**config.mk**
```make
export PLATFORM = sky130hd
export DESIGN_NAME = hsem_bank
export DESIGN_NICKNAME = d
export VERILOG_FILES = /design/src/rtl/hsem_pkg.sv /design/src/rtl/hsem_cell.sv /design/src/rtl/hsem_irq.sv /design/src/rtl/hsem_bus.sv /design/src/rtl/hsem_bank.sv
export SDC_FILE = /design/constraint.sdc
export NUM_CORES = 1
export LEC_CHECK = 0
export ABC_AREA = 1
export BUFFER_PORTS_ARGS = -buffer_cell sky130_fd_sc_hd__clkbuf_2
export CAP_MARGIN = 20
export CORE_ASPECT_RATIO = 0.75
export CORE_MARGIN = 2
export CORE_UTILIZATION = 66
export CTS_CLUSTER_DIAMETER = 150
export CTS_CLUSTER_SIZE = 24
export DETAILED_ROUTE_END_ITERATION = 12
export GPL_TIMING_DRIVEN = 0
export PLACE_DENSITY = 0.9
export SLEW_MARGIN = 5
export SYNTH_ARGS = -nofsm -noshare
export SYNTH_HDL_FRONTEND = slang
export SYNTH_SLANG_ARGS = --single-unit
```
**constraint.sdc**
```tcl
create_clock -name clk -period 5 [get_ports clk]
set_clock_uncertainty 0.15 [all_clocks]
set_input_delay 1 -clock clk [delete_from_list [all_inputs] [get_ports clk]]
set_output_delay 1 -clock clk [all_outputs]
set_load 0.01 [all_outputs]
```
**src/rtl/hsem_pkg.sv**
```systemverilog
package hsem_pkg;
    localparam int DATA_W    = 32;
    localparam int MID_W     = 4;
    localparam int NUM_CORES = 2;
    localparam int HELD_BIT  = 31;
    localparam logic [MID_W-1:0] CORE1_ID = 4'd1;
    localparam logic [MID_W-1:0] CORE2_ID = 4'd2;

    typedef enum logic {SEM_FREE, SEM_HELD} sem_state_e;
    typedef enum logic {BUS_IDLE, BUS_RESP} bus_state_e;
endpackage

```
**src/rtl/hsem_cell.sv**
```systemverilog
module hsem_cell
    import hsem_pkg::*;
(
    input  logic             clk,
    input  logic             rst_n,
    input  logic             take_wr,
    input  logic             free_wr,
    input  logic             take_rd,
    input  logic [MID_W-1:0] mid,
    output logic             locked,
    output logic [MID_W-1:0] owner,
    output logic             released
);
    sem_state_e       state_q, state_d;
    logic [MID_W-1:0] owner_q, owner_d;

    always_ff @(posedge clk or negedge rst_n) begin
        if (!rst_n) begin
            state_q <= SEM_FREE;
            owner_q <= '0;
        end else begin
            state_q <= state_d;
            owner_q <= owner_d;
        end
    end

    always_comb begin
        state_d = state_q;
        owner_d = owner_q;
        unique case (state_q)
            SEM_FREE: begin
                if (take_wr || take_rd) begin
                    state_d = SEM_HELD;
                    owner_d = mid;
                end
            end
            SEM_HELD: begin
                if (free_wr && (mid == owner_q)) begin
                    state_d = SEM_FREE;
                    owner_d = '0;
                end
            end
            default: begin
                state_d = SEM_FREE;
                owner_d = '0;
            end
        endcase
    end

    always_comb begin
        locked   = (state_q == SEM_HELD);
        owner    = owner_q;
        released = (state_q == SEM_HELD) && free_wr && (mid == owner_q);
    end

    a_r2_take_free: assert property (@(posedge clk) disable iff (!rst_n)
        (!locked && (take_wr || take_rd)) |=> (locked && owner == $past(mid)));

    a_r3_foreign_take_kept: assert property (@(posedge clk) disable iff (!rst_n)
        (locked && take_wr) |=> (locked && $stable(owner)));

    a_r5_foreign_free_ignored: assert property (@(posedge clk) disable iff (!rst_n)
        (locked && free_wr && mid != owner) |=> (locked && $stable(owner)));
endmodule

```
**src/rtl/hsem_irq.sv**
```systemverilog
module hsem_irq
    import hsem_pkg::*;
#(
    parameter int NUM_SEM = 16
) (
    input  logic               clk,
    input  logic               rst_n,
    input  logic               en_we,
    input  logic [NUM_SEM-1:0] en_wdata,
    input  logic               clr_we,
    input  logic [NUM_SEM-1:0] clr_wdata,
    input  logic [NUM_SEM-1:0] set_v,
    output logic [NUM_SEM-1:0] en,
    output logic [NUM_SEM-1:0] stat,
    output logic [NUM_SEM-1:0] mstat,
    output logic               irq
);
    logic [NUM_SEM-1:0] en_q, stat_q, clr_mask;

    always_comb clr_mask = clr_we ? clr_wdata : '0;

    always_ff @(posedge clk or negedge rst_n) begin
        if (!rst_n) begin
            en_q   <= '0;
            stat_q <= '0;
        end else begin
            if (en_we) en_q <= en_wdata;
            stat_q <= (stat_q & ~clr_mask) | set_v;
        end
    end

    always_comb begin
        en    = en_q;
        stat  = stat_q;
        mstat = stat_q & en_q;
        irq   = |(stat_q & en_q);
    end

    a_r6_release_sets: assert property (@(posedge clk) disable iff (!rst_n)
        (|set_v) |=> ((stat & $past(set_v)) == $past(set_v)));

    a_r8_clear_bits: assert property (@(posedge clk) disable iff (!rst_n)
        (clr_we && set_v == '0) |=> ((stat & $past(clr_wdata)) == '0));
endmodule

```
**src/rtl/hsem_bus.sv**
```systemverilog
module hsem_bus
    import hsem_pkg::*;
#(
    parameter int NUM_SEM = 16,
    parameter int ADDR_W  = 6
) (
    input  logic                                clk,
    input  logic                                rst_n,
    input  logic                                bus_sel,
    input  logic                                bus_wr,
    input  logic [ADDR_W-1:0]                   bus_addr,
    input  logic [DATA_W-1:0]                   bus_wdata,
    input  logic [MID_W-1:0]                    bus_mid,
    input  logic [NUM_SEM-1:0]                  locked,
    input  logic [NUM_SEM-1:0][MID_W-1:0]       owner,
    input  logic [NUM_CORES-1:0][NUM_SEM-1:0]   en,
    input  logic [NUM_CORES-1:0][NUM_SEM-1:0]   stat,
    input  logic [NUM_CORES-1:0][NUM_SEM-1:0]   mstat,
    output logic [NUM_SEM-1:0]                  take_wr,
    output logic [NUM_SEM-1:0]                  free_wr,
    output logic [NUM_SEM-1:0]                  take_rd,
    output logic [NUM_CORES-1:0]                en_we,
    output logic [NUM_CORES-1:0]                clr_we,
    output logic [NUM_SEM-1:0]                  reg_wdata,
    output logic [DATA_W-1:0]                   bus_rdata,
    output logic                                bus_rvalid
);
    localparam int CLAIM_BASE = NUM_SEM;
    localparam int IRQ_BASE   = 2 * NUM_SEM;
    localparam int IRQ_REGS   = 4;

    bus_state_e        state_q, state_d;
    logic [DATA_W-1:0] rdata_q, rd_word;
    logic              rd_req, wr_req;

    always_comb begin
        rd_req    = bus_sel && !bus_wr;
        wr_req    = bus_sel && bus_wr;
        reg_wdata = bus_wdata[NUM_SEM-1:0];
    end

    always_comb begin
        take_wr = '0;
        free_wr = '0;
        take_rd = '0;
        for (int k = 0; k < NUM_SEM; k++) begin
            if (int'(bus_addr) == k) begin
                take_wr[k] = wr_req && bus_wdata[HELD_BIT];
                free_wr[k] = wr_req && !bus_wdata[HELD_BIT];
            end
            if (int'(bus_addr) == CLAIM_BASE + k)
                take_rd[k] = rd_req;
        end
    end

    always_comb begin
        en_we  = '0;
        clr_we = '0;
        for (int c = 0; c < NUM_CORES; c++) begin
            if (int'(bus_addr) == IRQ_BASE + IRQ_REGS * c)     en_we[c]  = wr_req;
            if (int'(bus_addr) == IRQ_BASE + IRQ_REGS * c + 3) clr_we[c] = wr_req;
        end
    end

    always_comb begin
        rd_word = '0;
        for (int k = 0; k < NUM_SEM; k++) begin
            if (int'(bus_addr) == k) begin
                rd_word[HELD_BIT]  = locked[k];
                rd_word[MID_W-1:0] = owner[k];
            end
            if (int'(bus_addr) == CLAIM_BASE + k) begin
                rd_word[HELD_BIT]  = 1'b1;
                rd_word[MID_W-1:0] = locked[k] ? owner[k] : bus_mid;
            end
        end
        for (int c = 0; c < NUM_CORES; c++) begin
            if (int'(bus_addr) == IRQ_BASE + IRQ_REGS * c)
                rd_word[NUM_SEM-1:0] = en[c];
            if (int'(bus_addr) == IRQ_BASE + IRQ_REGS * c + 1)
                rd_word[NUM_SEM-1:0] = stat[c];
            if (int'(bus_addr) == IRQ_BASE + IRQ_REGS * c + 2)
                rd_word[NUM_SEM-1:0] = mstat[c];
        end
    end

    always_ff @(posedge clk or negedge rst_n) begin
        if (!rst_n) begin
            state_q <= BUS_IDLE;
            rdata_q <= '0;
        end else begin
            state_q <= state_d;
            if (rd_req) rdata_q <= rd_word;
        end
    end

    always_comb begin
        state_d = state_q;
        unique case (state_q)
            BUS_IDLE: if (rd_req)  state_d = BUS_RESP;
            BUS_RESP: if (!rd_req) state_d = BUS_IDLE;
            default:               state_d = BUS_IDLE;
        endcase
    end

    always_comb begin
        bus_rvalid = (state_q == BUS_RESP);
        bus_rdata  = rdata_q;
    end

    a_r9_read_valid: assert property (@(posedge clk) disable iff (!rst_n)
        (bus_sel && !bus_wr) |=> bus_rvalid);

    a_r9_no_stray_valid: assert property (@(posedge clk) disable iff (!rst_n)
        !(bus_sel && !bus_wr) |=> !bus_rvalid);
endmodule

```
**src/rtl/hsem_bank.sv**
```systemverilog
module hsem_bank
    import hsem_pkg::*;
#(
    parameter int NUM_SEM = 16,
    parameter int ADDR_W  = 6
) (
    input  logic              clk,
    input  logic              rst_n,
    input  logic              bus_sel,
    input  logic              bus_wr,
    input  logic [ADDR_W-1:0] bus_addr,
    input  logic [31:0]       bus_wdata,
    input  logic [3:0]        bus_mid,
    output logic [31:0]       bus_rdata,
    output logic              bus_rvalid,
    output logic              irq_core1,
    output logic              irq_core2
);
    localparam int MAP_WORDS = 2 * NUM_SEM + 4 * NUM_CORES;

    initial begin
        if (MAP_WORDS > (1 << ADDR_W))
            $error("address width too small for the register map");
    end

    logic [NUM_SEM-1:0]                take_wr, free_wr, take_rd, released, locked;
    logic [NUM_SEM-1:0][MID_W-1:0]     owner;
    logic [NUM_CORES-1:0][NUM_SEM-1:0] en, stat, mstat, set_v;
    logic [NUM_CORES-1:0]              en_we, clr_we, irq;
    logic [NUM_SEM-1:0]                reg_wdata;

    hsem_bus #(.NUM_SEM(NUM_SEM), .ADDR_W(ADDR_W)) u_bus (
        .clk(clk), .rst_n(rst_n),
        .bus_sel(bus_sel), .bus_wr(bus_wr), .bus_addr(bus_addr),
        .bus_wdata(bus_wdata), .bus_mid(bus_mid),
        .locked(locked), .owner(owner), .en(en), .stat(stat), .mstat(mstat),
        .take_wr(take_wr), .free_wr(free_wr), .take_rd(take_rd),
        .en_we(en_we), .clr_we(clr_we), .reg_wdata(reg_wdata),
        .bus_rdata(bus_rdata), .bus_rvalid(bus_rvalid)
    );

    for (genvar s = 0; s < NUM_SEM; s++) begin : g_sem
        hsem_cell u_cell (
            .clk(clk), .rst_n(rst_n),
            .take_wr(take_wr[s]), .free_wr(free_wr[s]), .take_rd(take_rd[s]),
            .mid(bus_mid),
            .locked(locked[s]), .owner(owner[s]), .released(released[s])
        );
    end

    for (genvar c = 0; c < NUM_CORES; c++) begin : g_core
        localparam logic [MID_W-1:0] PARTNER = (c == 0) ? CORE2_ID : CORE1_ID;
        always_comb set_v[c] = (bus_mid == PARTNER) ? released : '0;
        hsem_irq #(.NUM_SEM(NUM_SEM)) u_irq (
            .clk(clk), .rst_n(rst_n),
            .en_we(en_we[c]), .en_wdata(reg_wdata),
            .clr_we(clr_we[c]), .clr_wdata(reg_wdata),
            .set_v(set_v[c]),
            .en(en[c]), .stat(stat[c]), .mstat(mstat[c]), .irq(irq[c])
        );
    end

    always_comb begin
        irq_core1 = irq[0];
        irq_core2 = irq[1];
    end

    a_r6_foreign_id_no_status: assert property (@(posedge clk) disable iff (!rst_n)
        (|released && bus_mid != CORE1_ID && bus_mid != CORE2_ID) |=> $stable(stat));
endmodule

```
==> results of run 1 <==
per-layer routing:
metal | routed length [um] | global-route usage [%] | up-vias
li1 | - | - | 5349
met1 | 14330 | 62.33 | 5384
met2 | 15290 | 61.70 | 932
met3 | 5750 | 14.20 | 155
met4 | 1468 | 17.74 | 0
met5 | 0 | 0 | -
cell type report:
| cell class | instances | area [um^2] |
|---|---|---|
| clock buffer | 19 | 432.9 |
| timing repair buffer | 51 | 286.5 |
| fill | 1303 | 4094 |
| multi-input combinational | 1148 | 5456 |
| tap | 210 | 262.8 |
| inverter | 194 | 730.7 |
| clock inverter | 13 | 165.2 |
| sequential | 162 | 4054 |
| buffer | 77 | 382.9 |
worst max-delay path: stages:
cell	delay, ns
clkbuf_2	0.11
buf_2	0.40
buf_1	0.76
buf_1	0.77
o2111ai_1	0.22
nor4_1	0.22
o2111ai_1	0.28
o21ai_0	0.26
per-stage QoR:
stage	area (um^2)	hold slack (ns)	setup TNS (ns)
2_1_floorplan	10620	0.3030	0
3_3_place_gp	11140	0.3117	-7.682
3_5_place_dp	11170	0.3203	0
4_1_cts	11770	0.3390	0
5_1_grt	11770	0.3602	0
6_report	11770	0.3387	0
state kept, by name, summed over array words and instances, names as in the netlist:
| name | cells |
|---|---|
| g_core.u_irq.stat | 32 |
| g_sem.u_cell.locked | 16 |
| u_bus.bus_rdata | 17 |
| u_bus.bus_rvalid | 1 |
| g_core.u_irq.en | 32 |
| g_sem.u_cell.owner | 64 |
placed cells by master (no fill, tap or decap), types with 10 or more instances in the layout:
master,netlist,routed
nor3_1,11,11
nand4_1,59,59
a21oi_1,65,65
nand3_1,63,63
nand2_1,472,472
dfrtp_1,162,162
conb_1,1,15
o21ai_0,205,205
buf_1,10,10
buf_4,16,16
clkbuf_2,0,49
clkbuf_16,0,17
nor2_1,118,118
o2111ai_1,19,19
o211ai_1,11,11
o22ai_1,21,21
inv_1,187,187
clkbuf_1,44,46
final timing paths:
kind,startpoint,endpoint,slack [ns],depth (start not counted)
hold reg to reg,u_bus.bus_rdata[4],u_bus.bus_rdata[4],0.34,2
hold / removal,u_bus.bus_rdata[4],u_bus.bus_rdata[4],0.34,2
max in group asynchronous,rst_n,g_sem[6].u_cell.locked,3.37,2
min in group asynchronous,rst_n,g_sem[3].u_cell.owner[2],0.44,1
setup reg to reg,g_sem[0].u_cell.locked,u_bus.bus_rdata[31],1.62,15
setup / recovery,bus_mid[2],g_core[0].u_irq.stat[11],1.17,8
logic make-up after synthesis:
group                     after synthesis
xor gates and xnor gates               13
AOI/OAI and AO/OA                     366
buffers and inverters                 271
other                                   1
and+or+nand+nor                       754
DFF                                   162
power by group:
group	internal, mW	leakage [nW]	switching, mW	total, mW
registers	1.41	2.07	0.0936	1.51
clock network	0.757	0.290	0.611	1.37
logic	0.172	3.09	0.412	0.583
==> reports/qor.yml, run 1 <==
outcome:
  status: "completed"
synth:
  synth-main-ff-cell: "dfrtp_1"
  synth_area_leaders: "dfrtp_1 (38%), nand2_1 (17%), o21ai_0 (9.7%), inv_1 (6.6%), nor2_1 (4.2%)"
  yosysWarnings: 0
  synth-compound-area-share_pct: 19.91
  synth_top_area_share_pct: 38.35
  ys_ff_latch: 162
  avgSynthCellArea_um2: 6.746
  synthArstFlopShare_pct: 100.0
  synth-adder-area-share_pct: 0
  post-synth-top-area-cell: "dfrtp_1"
  yosys-top-cells-count: "nand2_1 (472), o21ai_0 (205), inv_1 (187)"
  synthCells: 1567
  synth_area_mm2: 0.01057
  synth_xor_area_share_pct: 1.077
  seq_area_frac_synth_pct: 38.35
  synthDistinctLibCells: 47
  synth-simple-area-share_pct: 30.10
  synth.most_common_cell: "nand2_1"
  synth.area.mux_share_pct: 0
  synth_edf_count: 0
  synth_top_family_by_area: "simple AND/OR/NAND/NOR gates"
floorplanning:
  initial_core_util_pct: 66.63
  rows: 40
  dieHeight_um: 113.6
  fp.coreArea_mm2: 0.01587
  die_w_um: 150.1
  die-area_mm2: 0.01706
  io_pins: 81
cts:
  clk_latency_ns: 0.44
  numCtsBuffers: 17
  cts_setup_buffers: 0
  h-tree-depth: 4
  clk_pin_slew_ns: 0.07
  ctsHoldBuffers: 0
  cts-resized-gates: 0
  cts.sinks: 162
  cts_tree: "yes"
  cts_buffer_depth: 2
  root_buffer: "clkbuf_16"
grt:
  gr-total-overflow: 0
  grt_pass1_wl_um: 56780
  gr-usage-all-layers_pct: 43.76
  grt_start_max_net_pins: 86
  grt_antenna_before_repair: 0
  grt_pass1_vias: 10580
layout:
  instances_no_fill: 1874
  post-route-util_pct: 74.20
  drive_gt1_share_pct: 8.113
  num_antenna_cells: 0
  area_delta_synth_final_pct: 11.35
  nets: 1697
place:
  placed_cells: 1842
  io_buffers: 50
  place.gp.congestion: 1.043
  place_ws_ns: 0.9387
  hpwl_um: 26400
sta:
  slew_violations: 0
  setup_ws_ns: 1.172
  finalSetupViolCount: 0
  finalCritPeriodShare_pct: 76.57
  tightest_slew_ns: 0.9743
  rsz0062_at_grt: "false"
  hold_violations: 0
  max_freq_mhz: 261.2
  worst_slew_margin_rel_pct: 35.05
  fin_crit_ns: 3.828
worst_hold_path:
  hold_path.class: "flip-flop to flip-flop"
critical_path:
  setup.worst_path.start_class: "primary input"
  arrival_ns: 4.03
  cp-end-kind: "flip-flop"
  cp_max_fo: 10
  path_class: "primary input to flip-flop"
  cp.required_ns: 5.20
detailed_routing:
  wire_per_inst_um: 19.66
  drtAntennaViolNets: 0
  drt_wl_total_um: 36840
  routed_via_density: 6.307
  vias: 11820
  remaining_drc_errors: 0
  drt-pass1-iter-count: 7
  drt-initial-drc-count: 2017
power:
  power_density_mw_per_mm2: 293.8
  peakVddDrop_v: 0.0002269
  p_leak_nw: 5.449
  power.total_mw: 3.459
run:
  cap_violations: 0
Power figures use the tool's default switching activity.
==> run 2: changes to the inputs <==
Settings changed: CORE_UTILIZATION 66 to 55, PLACE_DENSITY 0.9 to 0.81.
Clock period 5 ns to 3.19 ns, I/O delays scaled along.
==> run 2 against run 1 <==
Compared with the run above:
- the run now ends with negative setup slack left
- first-iteration DRC count rose by 2.5%
- design area rose by 1.5%
- power rose by 56%
- final cell count rose by 2.1%
- wire length barely moved
- sequential share of layout area fell by 0.48 points
- critical path type unchanged
- critical endpoint is now u_bus.bus_rdata[31]
==> reports/qor.yml, run 2 (synthesis results as in run 1) <==
critical_path:
  setup.worst_path.start_class: "primary input"
  cp_max_fo: 5  # -5
  cp.required_ns: 3.37  # -1.83 ns
  worstReg2RegEnd: "u_bus.bus_rdata[31]"
  reg2reg_from: "g_sem[0].u_cell.locked"
  cp_common_cell: "nand3_1"
  path_class: "primary input to flip-flop"
  r2r_slack_ns: -0.08  # -1.70 ns
  startpoint: "bus_addr[4]"
  worst_path_largest_cell_delay_ns: 0.33  # -0.44 ns
  cp_slowest_cell: "a2111oi_2"
  reg2regPathDepth: 14  # -1
  arrival_ns: 3.52  # -0.51 ns
  cp-end-kind: "flip-flop"
  cp_cell_sequence: "buf_2 > nor2_4 > buf_4 > nand3_1 > o21ai_0 > a21oi_1 > nand3_1 > a211oi_2 > nand4_1 > a21oi_1 > o2111ai_1 > a211oi_1 > nand3_1 > a2111oi_2 > nand4_1 > o21ai_1 > inv_1"
layout:
  fillCellCount: 1721  # +32%
  layout_common_cells: "nand2_1 (466), o21ai_0 (205), inv_1 (184)"
  num_antenna_cells: 0  # unchanged
  regArea_mm2: 0.004055  # about the same
  largest_reg_flops: 64  # unchanged
  final_common_cell: "nand2_1"
  multi_input_area_mm2: 0.005529  # +1.3%
  instances_no_fill: 1914  # +2.1%
  area_delta_synth_final_pct: 12.97
  drive_gt1_share_pct: 10.14  # +2.0 points
  nets: 1701  # +0.24%
grt:
  grt_pass1_vias: 10160  # -4.0%
  gr-total-overflow: 0  # unchanged
  gr-usage-all-layers_pct: 36.53  # -7.2 points
  grt_start_max_net_pins: 96  # +12%
  grt_pass1_wl_um: 56090  # -1.2%
  grt_antenna_before_repair: 0  # unchanged
cts:
  cts_buffer_depth: 2  # unchanged
  clk_latency_ns: 0.44  # about the same
  clk_pin_slew_ns: 0.07  # about the same
  ctsHoldBuffers: 0  # unchanged
  root_buffer: "clkbuf_16"
  numCtsBuffers: 17  # unchanged
  cts.sinks: 162  # unchanged
  cts_tree: "yes"
  h-tree-depth: 4  # unchanged
sta:
  finalCritPeriodShare_pct: 104.6
  tightest_slew_ns: 0.9233  # -0.05098 ns
  max_freq_mhz: 299.7
  fin_crit_ns: 3.337
  slew_violations: 0  # unchanged
  setup_ws_ns: -0.1471  # -1.319 ns
  rsz0062_at_grt: "true"
  finalSetupViolCount: 6  # +6
  worst_slew_margin_rel_pct: 38.45  # +3.4 points
  hold_violations: 0  # unchanged
detailed_routing:
  drt-initial-drc-count: 2067  # +2.5%
  routed_via_density: 6.135  # -2.7%
  wire_per_inst_um: 19.25  # -2.1%
  remaining_drc_errors: 0  # unchanged
  drtAntennaViolNets: 0  # unchanged
  drt_wl_total_um: 36840  # about the same
  vias: 11740  # -0.66%
  drt-pass1-iter-count: 7  # unchanged
power:
  internal_power_mw: 3.662  # +56%
  power.share.clock_pct: 38.9  # -0.6 points
  power_density_mw_per_mm2: 451.6  # +54%
  power.net_switching_mw: 1.732  # +55%
  pwr-share-seq_pct: 43.9  # +0.3 points
  switching_share_pct: 32.11  # -0.15 points
  peakVddDrop_v: 0.0003326  # +47%
  p_leak_nw: 5.505  # +1.0%
  pwr-share-comb_pct: 17.2  # +0.3 points
place:
  place.gp.congestion: 1.002  # -3.9%
  io_buffers: 50  # unchanged
  place_ws_ns: -0.6650  # -1.604 ns
  hpwl_um: 26290  # -0.40%
  placed_cells: 1879  # +2.0%
run:
  cap_violations: 0  # unchanged
floorplanning:
  initial_core_util_pct: 56.62  # -10 points
  rows: 43  # +7.5%
  fp.coreArea_mm2: 0.01867  # +18%
  die-area_mm2: 0.02036  # +19%
  io_pins: 81  # unchanged
  dieHeight_um: 124.1  # +9.2%
  die_w_um: 164.1  # +9.3%
outcome:
  violations: "negative setup slack"
  status: "complete, but fails checks"
worst_hold_path:
  hold_path.class: "primary input to asynchronous set/reset pin"
[run 2: cell types whose count changed in the layout (fill, tap and decap cells not counted), moves of 4 or more]
cell      before  now
clkbuf_4       0    4
nand2_1      472  466
nor2_1       118  109
clkbuf_1      46   38
nor2_4         5    9
nor2_2         9   14
buf_1         10    6
buf_4         16   22
[run 2: final cells by class]
| class | count | area share (%) |
|---|---|---|
| buffer | 76 | 3.353 |
| clock buffer | 18 | 3.594 |
| clock inverter | 13 | 1.268 |
| inverter | 194 | 6.150 |
| multi-input combinational | 1148 | 46.30 |
| sequential | 162 | 33.95 |
| tap | 247 | 2.588 |
| timing repair buffer | 56 | 2.797 |
[run 2: layer usage]
metal | track usage [%] | vias to the layer above | wire [um]
met5 | 0 | - | 0
met4 | 12.50 | 0 | 1064
met1 | 54.20 | 5367 | 15160
met2 | 49.74 | 933 | 14740
li1 | - | 5351 | -
met3 | 11.52 | 91 | 5871
[run 2: power by group through the flow]
stage,clock network [mW],registers [mW],logic (mW)
final,2.10,2.37,0.927
after global routing,2.17,2.39,1.03
after CTS,2.08,2.36,0.876
after detailed placement,0,2.39,0.873
after global placement,0,2.39,0.852
after floorplan,0,2.36,0.574
[run 2: worst max-delay path, delay by kind of cell]
| family | cells | cell delay [ns] |
|---|---|---|
| buf+inv | 3 | 0.39 |
| compound gates | 8 | 1.58 |
| simple gates | 6 | 0.90 |
[run 2: worst max-delay path by stage]
stage	endpoint	slack, ns	cells past startpoint
after floorplan	u_bus.bus_rdata[3]	0.56	24
after global placement	g_core[0].u_irq.en[11]	-1.58	1
after detailed placement	g_sem[9].u_cell.owner[0]	-0.67	9
after CTS	u_bus.bus_rdata[31]	0.01	18
after global routing	u_bus.bus_rdata[3]	-0.18	25
final	u_bus.bus_rdata[31]	-0.15	17
[run 2: what timing repair did]
action	in CTS	in global routing
pin swaps	0	7
setup endpoints to repair	20	23
gates resized for setup	6	49
setup buffers	0	5
[run 2: per-stage QoR]
stage | hold WS, ns | area [um^2] | utilization, % | total power, mW | TNS (ns)
5_1_grt | 0.08948 | 11940 | 63.97 | 5.584 | -1.177
4_1_cts | 0.07013 | 11810 | 63.23 | 5.320 | 0
6_report | 0.03105 | 11940 | 63.97 | 5.394 | -0.3807
3_3_place_gp | 0.3126 | 11180 | 59.90 | 3.240 | -277.14
3_5_place_dp | 0.3145 | 11220 | 60.10 | 3.264 | -28.42
2_1_floorplan | 0.1924 | 10620 | - | 2.937 | 0
